**config.mk**
```make
export PLATFORM = sky130hd
export DESIGN_NAME = param_commit_bank
export DESIGN_NICKNAME = d
export VERILOG_FILES = /design/src/rtl/pcb_pkg.sv /design/src/rtl/pcb_shadow.sv /design/src/rtl/pcb_handshake.sv /design/src/rtl/pcb_work.sv /design/src/rtl/pcb_status.sv /design/src/rtl/param_commit_bank.sv
export SDC_FILE = /design/constraint.sdc
export NUM_CORES = 1
export LEC_CHECK = 0
export BUFFER_PORTS_ARGS = -buffer_cell sky130_fd_sc_hd__buf_2
export CORE_UTILIZATION = 50
export DETAILED_ROUTE_END_ITERATION = 8
export GPL_TIMING_DRIVEN = 1
export PLACE_DENSITY = 0.73
export SETUP_SLACK_MARGIN = 0.02
export SLEW_MARGIN = 25
export SYNTH_ARGS = -nofsm -noshare
export SYNTH_HDL_FRONTEND = slang
export SYNTH_HIERARCHICAL = 1
export SYNTH_SLANG_ARGS = --single-unit
```
**constraint.sdc**
```tcl
create_clock -name clk -period 1.6 [get_ports clk]
set_input_delay 0.32 -clock clk [delete_from_list [all_inputs] [get_ports clk]]
set_output_delay 0.32 -clock clk [all_outputs]
set_load 0.01 [all_outputs]
```
**src/rtl/pcb_pkg.sv**
```systemverilog
package pcb_pkg;

  typedef enum logic [1:0] {
    SEL_SETPT = 2'd0,
    SEL_PGAIN = 2'd1,
    SEL_IGAIN = 2'd2,
    SEL_DELAY = 2'd3
  } pcb_sel_e;

  typedef enum logic {
    HS_OPEN = 1'b0,
    HS_DONE = 1'b1
  } pcb_hs_e;

  localparam int SEL_W    = 2;
  localparam int NUM_GAIN = 2;

endpackage

```
**src/rtl/pcb_shadow.sv**
```systemverilog
module pcb_shadow
  import pcb_pkg::*;
#(
  parameter int SP_W   = 18,
  parameter int GAIN_W = 64,
  parameter int DLY_W  = 16,
  parameter int DATA_W = 64
) (
  input  logic              clk,
  input  logic              rst_n,
  input  logic              wr_en,
  input  logic [SEL_W-1:0]  wr_sel,
  input  logic [DATA_W-1:0] wr_data,
  output logic [SP_W-1:0]   sh_setpt,
  output logic [GAIN_W-1:0] sh_pgain,
  output logic [GAIN_W-1:0] sh_igain,
  output logic [DLY_W-1:0]  sh_delay
);

  function automatic logic [SP_W-1:0] fit_setpt(input logic [DATA_W-1:0] d);
    return d[SP_W-1:0];
  endfunction

  function automatic logic [DLY_W-1:0] fit_delay(input logic [DATA_W-1:0] d);
    return d[DLY_W-1:0];
  endfunction

  function automatic logic [SEL_W-1:0] gain_sel(input int idx);
    return (idx == 0) ? SEL_W'(SEL_PGAIN) : SEL_W'(SEL_IGAIN);
  endfunction

  logic wr_setpt, wr_delay;
  assign wr_setpt = wr_en && (wr_sel == SEL_W'(SEL_SETPT));
  assign wr_delay = wr_en && (wr_sel == SEL_W'(SEL_DELAY));

  always_ff @(posedge clk or negedge rst_n) begin
    if (!rst_n) begin
      sh_setpt <= '0;
    end else if (wr_setpt) begin
      sh_setpt <= fit_setpt(wr_data);
    end
  end

  always_ff @(posedge clk or negedge rst_n) begin
    if (!rst_n) begin
      sh_delay <= '0;
    end else if (wr_delay) begin
      sh_delay <= fit_delay(wr_data);
    end
  end

  logic [GAIN_W-1:0] gain_q [NUM_GAIN];

  for (genvar g = 0; g < NUM_GAIN; g++) begin : g_gain
    logic wr_this;
    assign wr_this = wr_en && (wr_sel == gain_sel(g));
    always_ff @(posedge clk or negedge rst_n) begin
      if (!rst_n) begin
        gain_q[g] <= '0;
      end else if (wr_this) begin
        gain_q[g] <= wr_data[GAIN_W-1:0];
      end
    end
  end

  assign sh_pgain = gain_q[0];
  assign sh_igain = gain_q[1];

  AST_SHADOW_SETPT: assert property (@(posedge clk) disable iff (!rst_n)
    wr_setpt |=> sh_setpt == $past(wr_data[SP_W-1:0]));
  AST_SHADOW_DELAY: assert property (@(posedge clk) disable iff (!rst_n)
    !wr_delay |=> $stable(sh_delay));

endmodule

```
**src/rtl/pcb_handshake.sv**
```systemverilog
module pcb_handshake
  import pcb_pkg::*;
(
  input  logic clk,
  input  logic rst_n,
  input  logic change_req,
  input  logic apply_ok,
  output logic commit,
  output logic change_made
);

  pcb_hs_e state_q, state_d;

  always_comb begin
    state_d = state_q;
    commit  = 1'b0;
    unique case (state_q)
      HS_OPEN: begin
        if (change_req && apply_ok) begin
          commit  = 1'b1;
          state_d = HS_DONE;
        end
      end
      HS_DONE: begin
        if (!change_req) state_d = HS_OPEN;
      end
      default: state_d = HS_OPEN;
    endcase
  end

  always_ff @(posedge clk or negedge rst_n) begin
    if (!rst_n) state_q <= HS_OPEN;
    else        state_q <= state_d;
  end

  assign change_made = (state_q == HS_DONE);

  AST_COMMIT_RAISES_MADE: assert property (@(posedge clk) disable iff (!rst_n)
    commit |=> change_made);
  AST_SINGLE_COPY: assert property (@(posedge clk) disable iff (!rst_n)
    change_made |-> !commit);
  AST_MADE_FALLS: assert property (@(posedge clk) disable iff (!rst_n)
    !change_req |=> !change_made);
  AST_MADE_NEEDS_REQ: assert property (@(posedge clk) disable iff (!rst_n)
    change_made |-> $past(change_req));
  AST_WAIT_GRANT: assert property (@(posedge clk) disable iff (!rst_n)
    (change_req && !apply_ok && !change_made) |=> !change_made);

endmodule

```
**src/rtl/pcb_work.sv**
```systemverilog
module pcb_work #(
  parameter int SP_W   = 18,
  parameter int GAIN_W = 64,
  parameter int DLY_W  = 16
) (
  input  logic              clk,
  input  logic              rst_n,
  input  logic              commit,
  input  logic [SP_W-1:0]   sh_setpt,
  input  logic [GAIN_W-1:0] sh_pgain,
  input  logic [GAIN_W-1:0] sh_igain,
  input  logic [DLY_W-1:0]  sh_delay,
  output logic [SP_W-1:0]   wk_setpt,
  output logic [GAIN_W-1:0] wk_pgain,
  output logic [GAIN_W-1:0] wk_igain,
  output logic [DLY_W-1:0]  wk_delay
);

  always_ff @(posedge clk or negedge rst_n) begin
    if (!rst_n) begin
      wk_setpt <= '0;
      wk_pgain <= '0;
      wk_igain <= '0;
      wk_delay <= '0;
    end else if (commit) begin
      wk_setpt <= sh_setpt;
      wk_pgain <= sh_pgain;
      wk_igain <= sh_igain;
      wk_delay <= sh_delay;
    end
  end

  AST_WORK_LOAD: assert property (@(posedge clk) disable iff (!rst_n)
    commit |=> (wk_pgain == $past(sh_pgain)) && (wk_setpt == $past(sh_setpt))
               && (wk_igain == $past(sh_igain)) && (wk_delay == $past(sh_delay)));
  AST_WORK_HOLD: assert property (@(posedge clk) disable iff (!rst_n)
    !commit |=> $stable(wk_setpt) && $stable(wk_pgain)
                && $stable(wk_igain) && $stable(wk_delay));

endmodule

```
**src/rtl/pcb_status.sv**
```systemverilog
module pcb_status (
  input  logic clk,
  input  logic rst_n,
  input  logic host_run,
  input  logic loop_active,
  output logic run_req,
  output logic in_loop
);

  always_ff @(posedge clk or negedge rst_n) begin
    if (!rst_n) begin
      run_req <= 1'b0;
      in_loop <= 1'b0;
    end else begin
      run_req <= host_run;
      in_loop <= loop_active;
    end
  end

  AST_RUN_FOLLOWS: assert property (@(posedge clk) disable iff (!rst_n)
    host_run |=> run_req);
  AST_LOOP_FOLLOWS: assert property (@(posedge clk) disable iff (!rst_n)
    !loop_active |=> !in_loop);

endmodule

```
**src/rtl/param_commit_bank.sv**
```systemverilog
module param_commit_bank
  import pcb_pkg::*;
#(
  parameter int SP_W   = 18,
  parameter int GAIN_W = 64,
  parameter int DLY_W  = 16,
  parameter int DATA_W = 64
) (
  input  logic              clk,
  input  logic              rst_n,
  input  logic              host_wr_en,
  input  logic [1:0]        host_wr_sel,
  input  logic [DATA_W-1:0] host_wr_data,
  input  logic              host_change_req,
  input  logic              host_run,
  input  logic              loop_apply_ok,
  input  logic              loop_active,
  output logic              change_made,
  output logic              run_req,
  output logic              in_loop,
  output logic [SP_W-1:0]   wk_setpt,
  output logic [GAIN_W-1:0] wk_pgain,
  output logic [GAIN_W-1:0] wk_igain,
  output logic [DLY_W-1:0]  wk_delay
);

  logic [SP_W-1:0]   sh_setpt;
  logic [GAIN_W-1:0] sh_pgain;
  logic [GAIN_W-1:0] sh_igain;
  logic [DLY_W-1:0]  sh_delay;
  logic              commit;

  pcb_shadow #(
    .SP_W(SP_W), .GAIN_W(GAIN_W), .DLY_W(DLY_W), .DATA_W(DATA_W)
  ) u_shadow (
    .clk      (clk),
    .rst_n    (rst_n),
    .wr_en    (host_wr_en),
    .wr_sel   (host_wr_sel),
    .wr_data  (host_wr_data),
    .sh_setpt (sh_setpt),
    .sh_pgain (sh_pgain),
    .sh_igain (sh_igain),
    .sh_delay (sh_delay)
  );

  pcb_handshake u_hs (
    .clk         (clk),
    .rst_n       (rst_n),
    .change_req  (host_change_req),
    .apply_ok    (loop_apply_ok),
    .commit      (commit),
    .change_made (change_made)
  );

  pcb_work #(
    .SP_W(SP_W), .GAIN_W(GAIN_W), .DLY_W(DLY_W)
  ) u_work (
    .clk      (clk),
    .rst_n    (rst_n),
    .commit   (commit),
    .sh_setpt (sh_setpt),
    .sh_pgain (sh_pgain),
    .sh_igain (sh_igain),
    .sh_delay (sh_delay),
    .wk_setpt (wk_setpt),
    .wk_pgain (wk_pgain),
    .wk_igain (wk_igain),
    .wk_delay (wk_delay)
  );

  pcb_status u_status (
    .clk         (clk),
    .rst_n       (rst_n),
    .host_run    (host_run),
    .loop_active (loop_active),
    .run_req     (run_req),
    .in_loop     (in_loop)
  );

  AST_MADE_NEEDS_PRIOR_REQ: assert property (@(posedge clk) disable iff (!rst_n)
    $rose(change_made) |-> $past(host_change_req) && $past(loop_apply_ok));
  AST_HOST_WRITE_NO_EFFECT: assert property (@(posedge clk) disable iff (!rst_n)
    (!host_change_req || change_made) |=> $stable(wk_pgain) && $stable(wk_setpt));

endmodule

```
==> results of run 1 <==
==> power breakdown <==
part / leakage [nW] / switching, mW / total, mW / internal (mW)
combinational: 3.55 / 2.26 / 5.68 / 3.42
sequential: 3.89 / 1.23 / 11.6 / 10.4
clock: 0.575 / 3.06 / 8.03 / 4.97
==> layout make-up <==
type | count | area [um2]
flip-flops and latches | 327 | 8180
fillers | 1821 | 9230
clock inverters | 5 | 75.1
clock buffers | 53 | 1090
multi-input cells | 330 | 4470
well taps | 330 | 413
diodes | 1 | 2.50
repair buffers | 288 | 1940
==> registers in the layout, indices dropped and copies added (netlist names), 16 cells and up <==
signal / flops
u_shadow/sh_igain: 64
u_shadow/sh_pgain: 64
u_work/wk_igain: 64
u_work/wk_pgain: 64
u_shadow/sh_setpt: 18
u_work/wk_setpt: 18
u_shadow/sh_delay: 16
u_work/wk_delay: 16
==> cell usage after synthesis, drive strengths merged <==
library cell,count
o21a,1
buf,35
nand3b,2
and3b,1
dfrtp,327
mux2,324
nand3,1
nor3b,1
==> layout by cell type (no fill, tap or decap), types with 2 or more instances in the layout <==
cell type / Yosys / final
buf_4: 1 / 21
buf_12: 12 / 25
clkbuf_16: 0 / 38
mux2_4: 200 / 202
buf_2: 8 / 236
clkbuf_1: 0 / 6
dfrtp_1: 327 / 327
dlygate4sd3_1: 0 / 3
clkinv_2: 0 / 3
bufinv_16: 0 / 2
mux2_2: 124 / 122
clkbuf_8: 0 / 10
nand3b_1: 2 / 2
==> cell families after synthesis <==
group | Yosys count
buffers and inverters | 35
DFF | 327
AOI/OAI and AO/OA | 1
muxes | 324
and+or+nand+nor | 5
==> metal layers <==
layer  routed length, um  share of wire (%)  GRT usage, %  vias to the layer above
li1                    -                  -             -                     3034
met1               11800                 46          28.2                     3481
met2               11800                 46          29.5                      189
met3                1670                6.5          5.48                       29
met4                 329                1.3          4.34                        0
met5                   0                  0             0                        -
==> stage by stage <==
| step | setup TNS, ns | hold WS, ns | cell area, um2 | worst slack, ns | std cells |
|---|---|---|---|---|---|
| 6_report | 0 | 0.0551 | 16200 | 0.0316 | 1334 |
| 5_1_grt | -0.0135 | 0.0284 | 16200 | -0.00397 | 1333 |
| 4_1_cts | 0 | 0.0328 | 16100 | 0.0406 | 1332 |
| 3_5_place_dp | 0 | 0.259 | 14900 | 0.0461 | 1271 |
| 2_1_floorplan | 0 | 0.0244 | 13100 | 0.123 | 692 |
| 3_3_place_gp | 0 | 0.255 | 14900 | 0.0751 | 1271 |
==> how the worst max path moves through the flow <==
stage          slack (ns)                           endpoint                  startpoint  depth (start not counted)
2_1_floorplan        0.12    u_work/wk_igain[62]$_DFFE_PN0P_  u_hs/change_made$_DFF_PN0_                          5
3_3_place_gp         0.08  u_shadow/sh_pgain[26]$_DFFE_PN0P_              host_wr_sel[1]                          5
3_5_place_dp         0.05   u_shadow/sh_pgain[8]$_DFFE_PN0P_              host_wr_sel[1]                          5
4_1_cts              0.04    u_work/wk_igain[50]$_DFFE_PN0P_  u_hs/change_made$_DFF_PN0_                          4
5_1_grt            -0.004     u_work/wk_delay[1]$_DFFE_PN0P_  u_hs/change_made$_DFF_PN0_                          4
6_report             0.03     u_work/wk_igain[6]$_DFFE_PN0P_  u_hs/change_made$_DFF_PN0_                          4
==> timing repair <==
item,in CTS,in global routing
endpoints found under the hold margin,36,0
endpoints found under the setup margin,0,30
gates resized for setup,0,3
hold buffers,3,0
==> summary.txt, run 1 <==
Status
  – Run status: complete, no violations

Critical path
  – Worst Path Max Fanout: 18
  – Critical Path Sink Type: register
  – CP Data Required Time: 1.98 ns
  – Critical path's top delay family: flip-flops
  – Most used cell, CP: buf_12
  – Worst setup SP type: register
  – Reg2reg setup slack: 0.03 ns
  – Crit-path slowest cell: dfrtp_1
  – Worst EP arrival: 1.95 ns
  – Worst r2r src: u_hs/change_made$_DFF_PN0_
  – Slowest stage delay, CP: 0.39 ns
  – R2r worst-path depth: 4
  – Worst path bufs/invs: 2
  – Crit Path Category: register to register
  – Crit Reg-Reg Endpoint: u_work/wk_igain[6]$_DFFE_PN0P_
  – CP Cell Sequence: and3b_4 -> buf_12 -> buf_12 -> mux2_2

Timing
  – Worst Tran Pin Value: 0.403 ns
  – Fmax: 638 MHz
  – Crit path time final: 1.57 ns
  – Final setup viols: 0
  – Share of the clock period used by the worst path: 98.0%
  – RSZ-0062 raised after global routing: yes
  – Final Hold Viols: 0
  – Worst Skew: 0.00823 ns
  – Fin. max-slew vios: 0
  – Slew HR: 73.1%

Synthesis
  – Syn avg cell area: 18.9 um2
  – Top-area cell type share of the netlist area: 62.6%
  – Most area-consuming cells after synthesis: dfrtp_1 (63%), mux2_4 (23%), mux2_2 (11%)
  – Post-synth top area cell: dfrtp_1
  – Adder-cell share of the synthesized area: 0%
  – Synthesized cell area: 13100 um2
  – Complex-gate fraction of the synthesized area: 0.0574%
  – YS warnings: 6
  – Multiplexer share of the synthesized area: 33.6%
  – Sequential fraction of the synthesis area: 62.6%
  – Distinct cell type count after synthesis: 12
  – Yosys reg bits: 327
  – Simple-gate share of the synthesized area: 0.354%
  – Main combinational cell family by area after synthesis: multiplexers
  – Synth Instances: 692
  – Syn nets: 765
  – Synth Area in XOR/XNOR: 0%

Drt
  – Vias/cell: 5.05
  – Post-route ant nets: 0
  – DR pass1 iterations: 4
  – Via Count: 6733
  – Initial DRC count: 299
  – WL/cell: 19.1 um
  – Final wirelength: 25.5 mm
  – DRC: 0

Power
  – Power Total: 25.3 mW
  – Power per cell area: 1570 nW/um2
  – Pleak: 8.01 nW
  – Peak supply drop: 1.01 mV

Run
  – Max-Cap Viols: 0

Finish
  – Util after Layout: 63.7%
  – Layout net count: 1054
  – Share of layout cells above drive strength 1: 66.2%
  – P&R area growth vs syn: 23.6%

Floorplanning
  – Die W: 164 um
  – Ports: 238
  – Die Ht: 164 um
  – Starting Density: 51.5%
  – Core area: 25400 um2
  – Die area: 26800 um2
  – Cell row count: 58

Clocking
  – H-tree depth: 2
  – Setup Buffers After CTS: 0
  – Worst skew pair latency: 0.49 ns
  – Clk Tree Root Cell: clkbuf_16
  – Clock Path Buffers: 3
  – Clock transition at path regs: 0.06 ns
  – CTS tree: built
  – Num CTS Buffers: 34
  – Sink Count: 327

Global routing
  – Antenna violations before repair: 1
  – First-pass GRT wire length: 40.8 mm
  – GR Overflow Total: 0
  – Pin count of the biggest net entering global routing: 53
  – Number of global-route vias before repair: 7199
  – GRT Util Overall: 19.6%

Worst hold path
  – Hold-critical path depth: 2
  – Hold crit path type: input pin to register
  – HP Start: loop_apply_ok
  – Worst Hold End: u_hs/change_made$_DFF_PN0_

Place
  – DP Wirelength: 17.3 mm
  – Gpl congestion: 0.751
  – Port bufs: 237
No activity file was read; power rests on OpenSTA's default activity.
==> run 2, diff against run 1 <==
==> constraint.sdc (replaced) <==
create_clock -name clk -period 1.63 [get_ports clk]
set_input_delay 0.326 -clock clk [delete_from_list [all_inputs] [get_ports clk]]
set_output_delay 0.326 -clock clk [all_outputs]
set_load 0.005 [all_outputs]
==> run 2 against run 1 <==
Sequential cell count is the same. Fmax shrank 0.49%. Largest cell class unchanged. Clock-buffer cell count is the same. Non-clock buffer count shrank 3. Power shrank 5.1%. Clock skew shrank 0.0025 ns. Clock power shrank 5.2%. Highest routed layer unchanged. Design area shrank 0.87%. Critical path depth is the same. Routed wire length grew 0.28%. Die area is the same. Via count shrank 0.21%.
==> summary.txt, run 2 (synthesized netlist as in run 1, its figures left out) <==
Status
  – Run status: complete, no violations

Floorplanning
  – Die W: 164 um (unchanged)
  – Cell row count: 58 (unchanged)
  – Core area: 25400 um2 (unchanged)
  – Starting Density: 51.5% (unchanged)
  – Die area: 26800 um2 (unchanged)
  – Ports: 238 (unchanged)
  – Die Ht: 164 um (unchanged)

Global routing
  – GR Overflow Total: 0 (unchanged)
  – Pin count of the biggest net entering global routing: 69 (+30%)
  – First-pass GRT wire length: 40.6 mm (-0.58%)
  – Number of global-route vias before repair: 7240 (+0.57%)
  – Antenna violations before repair: 1 (unchanged)
  – GRT Util Overall: 19.5% (-0.030 points)

Clocking
  – CTS tree: built
  – Num CTS Buffers: 35 (+2.9%)
  – Worst skew pair latency: 0.50 ns (about the same)
  – H-tree depth: 2 (unchanged)
  – Clock Path Buffers: 3 (unchanged)
  – Sink Count: 327 (unchanged)
  – Clock transition at path regs: 0.06 ns (about the same)
  – Clk Tree Root Cell: clkbuf_16

Timing
  – Final TNS setup: 0 ns (unchanged)
  – Crit path time final: 1.58 ns (+0.00770 ns)
  – RSZ-0062 raised after global routing: yes
  – Final Hold Viols: 0 (unchanged)
  – Slew HR: 76.1% (+3.0 points)
  – Fmax: 634 MHz (-0.49%)
  – Worst Tran Pin Value: 0.358 ns (-0.0446 ns)
  – Fin. max-slew vios: 0 (unchanged)
  – Final setup viols: 0 (unchanged)
  – Share of the clock period used by the worst path: 96.7% (-1.3 points)
  – Hold WS: 0.0697 ns (+0.0146 ns)
  – Final setup margin: 0.0539 ns (+0.0223 ns)
  – Worst Skew: 0.00576 ns (-0.00246 ns)

Place
  – DP Wirelength: 17.2 mm (-0.72%)
  – Placed Cells: 1266 (-0.39%)
  – DP Worst Slack: 0.0564 ns (+0.0103 ns)
  – Port bufs: 237 (unchanged)
  – Gpl congestion: 0.749 (-0.25%)

Finish
  – Layout net count: 1052 (-0.19%)
  – Most frequent cells in the layout: dfrtp_1 (327), buf_2 (236), mux2_4 (200), mux2_2 (124), clkbuf_16 (37)
  – Fill count: 1871 (+2.7%)
  – Final Non-Filler Cells: 1332 (-0.15%)
  – Antenna diode count: 0 (-1)
  – Share of layout cells above drive strength 1: 65.9% (-0.33 points)
  – Commonest non-fill, non-tap cell in the layout: dfrtp_1
  – P&R area growth vs syn: 22.5%

Critical path
  – Critical Path Sink Type: register
  – Worst setup SP type: register
  – Worst Path Max Fanout: 22 (+4)
  – Crit Path Category: register to register
  – Worst EP arrival: 1.95 ns (about the same)
  – CP Data Required Time: 2.01 ns (+0.03 ns)

Drt
  – Final wirelength: 25.6 mm (+0.28%)
  – DRC: 0 (unchanged)
  – Post-route ant nets: 0 (unchanged)
  – Via Count: 6719 (-0.21%)
  – Initial DRC count: 356 (+19%)
  – DR pass1 iterations: 4 (unchanged)
  – Vias/cell: 5.04 (about the same)
  – WL/cell: 19.2 um (+0.43%)

Power
  – Peak supply drop: 0.902 mV (-10%)
  – Power per cell area: 1500 nW/um2 (-4.3%)
  – Pleak: 7.95 nW (-0.82%)

Worst hold path
  – Hold crit path type: input pin to register

Run
  – Max-Cap Viols: 0 (unchanged)
## run 2: changes by cell type in the layout (fill, tap and decap cells not counted), sizes merged
cell    previous run  this run
clkinv             3         6
buf              284       282
bufinv             2         1
clkbuf            54        53
diode              1         0
## run 2: cell type report
cell class | count | area [um2] | area share, %
flip-flops and latches | 327 | 8180 | 51.1
multi-input cells | 330 | 4460 | 27.8
repair buffers | 285 | 1850 | 11.5
clock buffers | 53 | 1060 | 6.59
well taps | 330 | 413 | 2.58
clock inverters | 7 | 63.8 | 0.398
## run 2: per-stage QoR
stage	util [%]	instance area, um2	power, mW
finish	63.1	16000	24.0
global route	63.1	16000	25.2
CTS	63.0	16000	24.3
detailed placement	58.4	14800	16.5
global placement	58.4	14800	16.4
floorplan	-	13100	14.2
## run 2: worst max-delay path: stages, from the launching register on
cell	delay [ns]
dfrtp_1	0.39
and3b_4	0.35
buf_12	0.15
buf_16	0.19
mux2_2	0.36
## run 2: layer usage
metal / global-route usage (%) / wire [um] / up-vias
li1: - / - / 3002
met1: 28.5 / 11900 / 3495
met2: 29.9 / 11900 / 194
met3: 3.96 / 1460 / 28
met4: 5.18 / 365 / 0
met5: 0 / 0 / -
## run 2: timing repair
action | in CTS | in global routing
gates resized for setup | 0 | 1
hold buffers | 3 | 0
endpoints found under the hold margin | 39 | 0
buffers inserted | 0 | 3
setup endpoints to repair | 0 | 37
## run 2: report_power, final
group,internal (mW),switching [mW],leakage (nW)
Combinational,3.31,1.69,3.50
Sequential,10.2,1.22,3.89
Clock,4.62,3.00,0.555
## run 2: path summary, 6_finish.rpt
path | from | to | slack [ns] | cells past startpoint
hold reg to reg | u_shadow/sh_igain[55]$_DFFE_PN0P_ | u_work/wk_igain[55]$_DFFE_PN0P_ | 0.50 | 1
setup / recovery | u_hs/change_made$_DFF_PN0_ | u_work/wk_delay[13]$_DFFE_PN0P_ | 0.05 | 4
max in group asynchronous | rst_n | u_shadow/sh_pgain[60]$_DFFE_PN0P_ | 0.70 | 3
min in group asynchronous | rst_n | u_status/run_req$_DFF_PN0_ | 0.28 | 2
hold / removal | host_change_req | u_hs/change_made$_DFF_PN0_ | 0.07 | 2
setup reg to reg | u_hs/change_made$_DFF_PN0_ | u_work/wk_delay[13]$_DFFE_PN0P_ | 0.05 | 4
==> run 3, diff against run 2 <==
CORE_ASPECT_RATIO = 1.2   (was unset)
SYNTH_HIERARCHICAL = unset   (was 1)
==> run 3 against run 2 <==
Sequential cell count unchanged. Worst hold slack got worse by 0.040 ns. Power down 5.7%. Sequential share of layout area increased by 2.2 points. Final cell count is 1.1% lower. Critical path type is now input pin to register. Utilization is 0.59 points lower.
==> summary.txt, run 3 <==
Synthesis
  – Count leader, synth: dfrtp_1
  – Distinct cell type count after synthesis: 10 (-2)
  – EDFF count, synth: 0 (unchanged)
  – Post-synth top area cell: dfrtp_1
  – Syn avg cell area: 18.1 um2 (-4.5%)
  – Commonest cells post-synth: dfrtp_1 (327), mux2_2 (244), mux2_4 (80), buf_6 (22), buf_2 (11)
  – Syn nets: 765 (unchanged)
  – Synth Instances: 692 (unchanged)
  – Async SR Flop Fraction: 100% (unchanged)
  – Synthesized cell area: 12500 um2 (-4.5%)
  – Most area-consuming cells after synthesis: dfrtp_1 (65%), mux2_2 (22%), mux2_4 (9.6%)
  – Top-area cell type share of the netlist area: 65.5% (+2.9 points)
  – Sequential fraction of the synthesis area: 65.5% (+2.9 points)
  – Yosys reg bits: 327 (unchanged)
  – Most common flop cell mapped by yosys: dfrtp_1
  – YS warnings: 0 (-6)

Clocking
  – Num CTS Buffers: 31 (-11%)
  – Sink Count: 327 (unchanged)
  – Post-cts resize count: 0 (unchanged)
  – Setup Buffers After CTS: 0 (unchanged)
  – Clock Path Buffers: 3 (unchanged)
  – CTS tree: built
  – H-tree depth: 1 (-1)
  – Worst skew pair latency: 0.54 ns (+0.04 ns)
  – Hold_buf cts: 6 (+3)
  – Clk Tree Root Cell: clkbuf_16
  – Clock transition at path regs: 0.06 ns (about the same)

Finish
  – P&R area growth vs syn: 23.0%
  – Share of layout cells above drive strength 1: 65.0% (-0.85 points)
  – Most frequent cells in the layout: dfrtp_1 (327), mux2_2 (244), buf_2 (236), mux2_4 (80), clkbuf_16 (31)
  – Antenna diode count: 0 (unchanged)
  – Layout net count: 1042 (-0.95%)
  – Commonest non-fill, non-tap cell in the layout: dfrtp_1

Floorplanning
  – Cell row count: 63 (+8.6%)
  – Ports: 238 (unchanged)
  – Core area: 24600 um2 (-3.2%)
  – Starting Density: 50.8% (-0.69 points)
  – Die W: 146 um (-11%)
  – Die area: 25600 um2 (-4.4%)
  – Die Ht: 175 um (+7.0%)

Power
  – Peak supply drop: 0.859 mV (-4.8%)
  – Power per cell area: 1470 nW/um2 (-1.6%)
  – Pleak: 7.44 nW (-6.3%)
  – Switching share of power: 25.2% (+0.59 points)
  – Power Total: 22.7 mW (-5.7%)
  – Combinational share of power: 20.7% (about the same)
  – Cell-internal power: 17.0 mW (-6.4%)
  – Switching Power: 5.71 mW (-3.4%)
  – Clk network pwr share: 29.6% (-2.1 points)
  – Flop pwr share: 49.7% (+2.2 points)

Timing
  – Worst Skew: 0.0147 ns (+0.00891 ns)
  – Final TNS setup: 0 ns (unchanged)
  – Share of the clock period used by the worst path: 94.8% (-1.9 points)
  – Worst Tran Pin Value: 0.373 ns (+0.0141 ns)
  – Fin. max-slew vios: 0 (unchanged)
  – Slew HR: 75.2% (-0.94 points)
  – Final setup viols: 0 (unchanged)
  – Fmax: 647 MHz (+2.0%)
  – Crit path time final: 1.55 ns (-0.0304 ns)
  – RSZ-0062 raised after global routing: no
  – Final Hold Viols: 0 (unchanged)

Critical path
  – Worst Path Max Fanout: 25 (+14%)
  – Crit-path slowest cell: dlygate4sd3_1
  – Crit Path Category: input pin to register
  – Slowest stage delay, CP: 0.53 ns (+0.14 ns)
  – Worst EP arrival: 1.97 ns (+0.02 ns)
  – Critical path's top delay family: buffers and inverters
  – CP Data Required Time: 2.05 ns (+0.04 ns)
  – CP Cell Sequence: dlygate4sd3_1 -> buf_2 -> nand3b_1 -> buf_12 -> buf_12 -> mux2_2
  – Worst setup SP type: input pin
  – Worst path bufs/invs: 4 (+2)
  – Critical Path Sink Type: register
  – Most used cell, CP: buf_12

Drt
  – Initial DRC count: 213 (-40%)
  – Vias/cell: 5.09 (+0.97%)
  – DRC: 0 (unchanged)
  – Via Count: 6708 (-0.16%)
  – DR pass1 iterations: 4 (unchanged)
  – WL/cell: 18.6 um (-3.5%)
  – Final wirelength: 24.4 mm (-4.6%)
  – Post-route ant nets: 0 (unchanged)

Place
  – Port bufs: 237 (unchanged)
  – Gpl congestion: 0.732 (-2.3%)
  – DP Wirelength: 16.6 mm (-3.1%)

Run
  – Max-Cap Viols: 0 (unchanged)

Global routing
  – Number of global-route vias before repair: 7117 (-1.7%)
  – Antenna violations before repair: 1 (unchanged)
  – GRT Util Overall: 19.4% (-0.11 points)
  – Pin count of the biggest net entering global routing: 45 (-35%)
  – First-pass GRT wire length: 39.3 mm (-3.1%)
  – GR Overflow Total: 0 (unchanged)

Worst hold path
  – Hold crit path type: input pin to register

Status
  – Run status: complete, no violations
run 3: cell types whose count changed after synthesis:
cell / delta
buf_6: +8
nand3b_1: +1
and3b_1: -1
nor3b_1: +1
mux2_4: -120
mux2_2: +120
nor3b_2: -1
buf_2: +3
buf_4: +1
buf_12: -12
run 3: final timing paths:
| check | startpoint | end | slack, ns | cells past startpoint |
|---|---|---|---|---|
| setup / recovery | loop_apply_ok | u_work.wk_igain[20]$_DFFE_PN0P_ | 0.08 | 6 |
| min in group asynchronous | rst_n | u_shadow.sh_setpt[13]$_DFFE_PN0P_ | 0.26 | 2 |
| max in group asynchronous | rst_n | u_shadow.sh_pgain[16]$_DFFE_PN0P_ | 0.68 | 3 |
| hold reg to reg | u_shadow.sh_igain[45]$_DFFE_PN0P_ | u_work.wk_igain[45]$_DFFE_PN0P_ | 0.49 | 1 |
| setup reg to reg | u_hs.change_made$_DFF_PN0_ | u_work.wk_igain[20]$_DFFE_PN0P_ | 0.15 | 4 |
| hold / removal | host_wr_data[24] | u_shadow.sh_pgain[24]$_DFFE_PN0P_ | 0.03 | 2 |
run 3: kinds of logic after synthesis:
kind of cell / synth area share, %
DFF: 65.5
muxes: 31.6
buffers and inverters: 2.54
and+or+nand+nor: 0.320
AOI/OAI and AO/OA: 0.0601
run 3: area by class of cell:
cell class / count / area (um2)
Fill cell: 1850 / 9220
Sequential cell: 327 / 8180
Multi-Input combinational cell: 330 / 4000
Timing Repair Buffer: 279 / 1830
Clock buffer: 48 / 910
Tap cell: 325 / 407
Clock inverter: 8 / 43.8
run 3: through the flow:
step | std cells | setup WS (ns) | hold WS, ns | utilization (%) | cell area, um2
floorplan | 692 | 0.251 | 0.0304 | - | 12500
global placement | 1255 | 0.129 | 0.238 | 58.4 | 14400
detailed placement | 1255 | 0.114 | 0.238 | 58.4 | 14400
CTS | 1317 | 0.110 | 0.00348 | 62.5 | 15400
global route | 1317 | 0.0476 | 0.0164 | 62.5 | 15400
finish | 1317 | 0.0843 | 0.0299 | 62.5 | 15400
run 3: power groups by stage:
stage	combinational [mW]	clock (mW)	sequential (mW)
2_1_floorplan	2.43	0	11.3
3_3_place_gp	4.61	0	11.3
3_5_place_dp	4.74	0	11.4
4_1_cts	4.77	6.91	11.3
5_1_grt	5.07	7.21	11.5
6_report	4.68	6.72	11.3
run 3: routing by layer:
layer	vias to the layer above	wire length, um	GRT usage (%)
met5	-	13	0
met4	2	312	4.30
met3	27	1460	4.54
met2	169	12000	32.0
met1	3505	10600	26.2
li1	3005	-	-
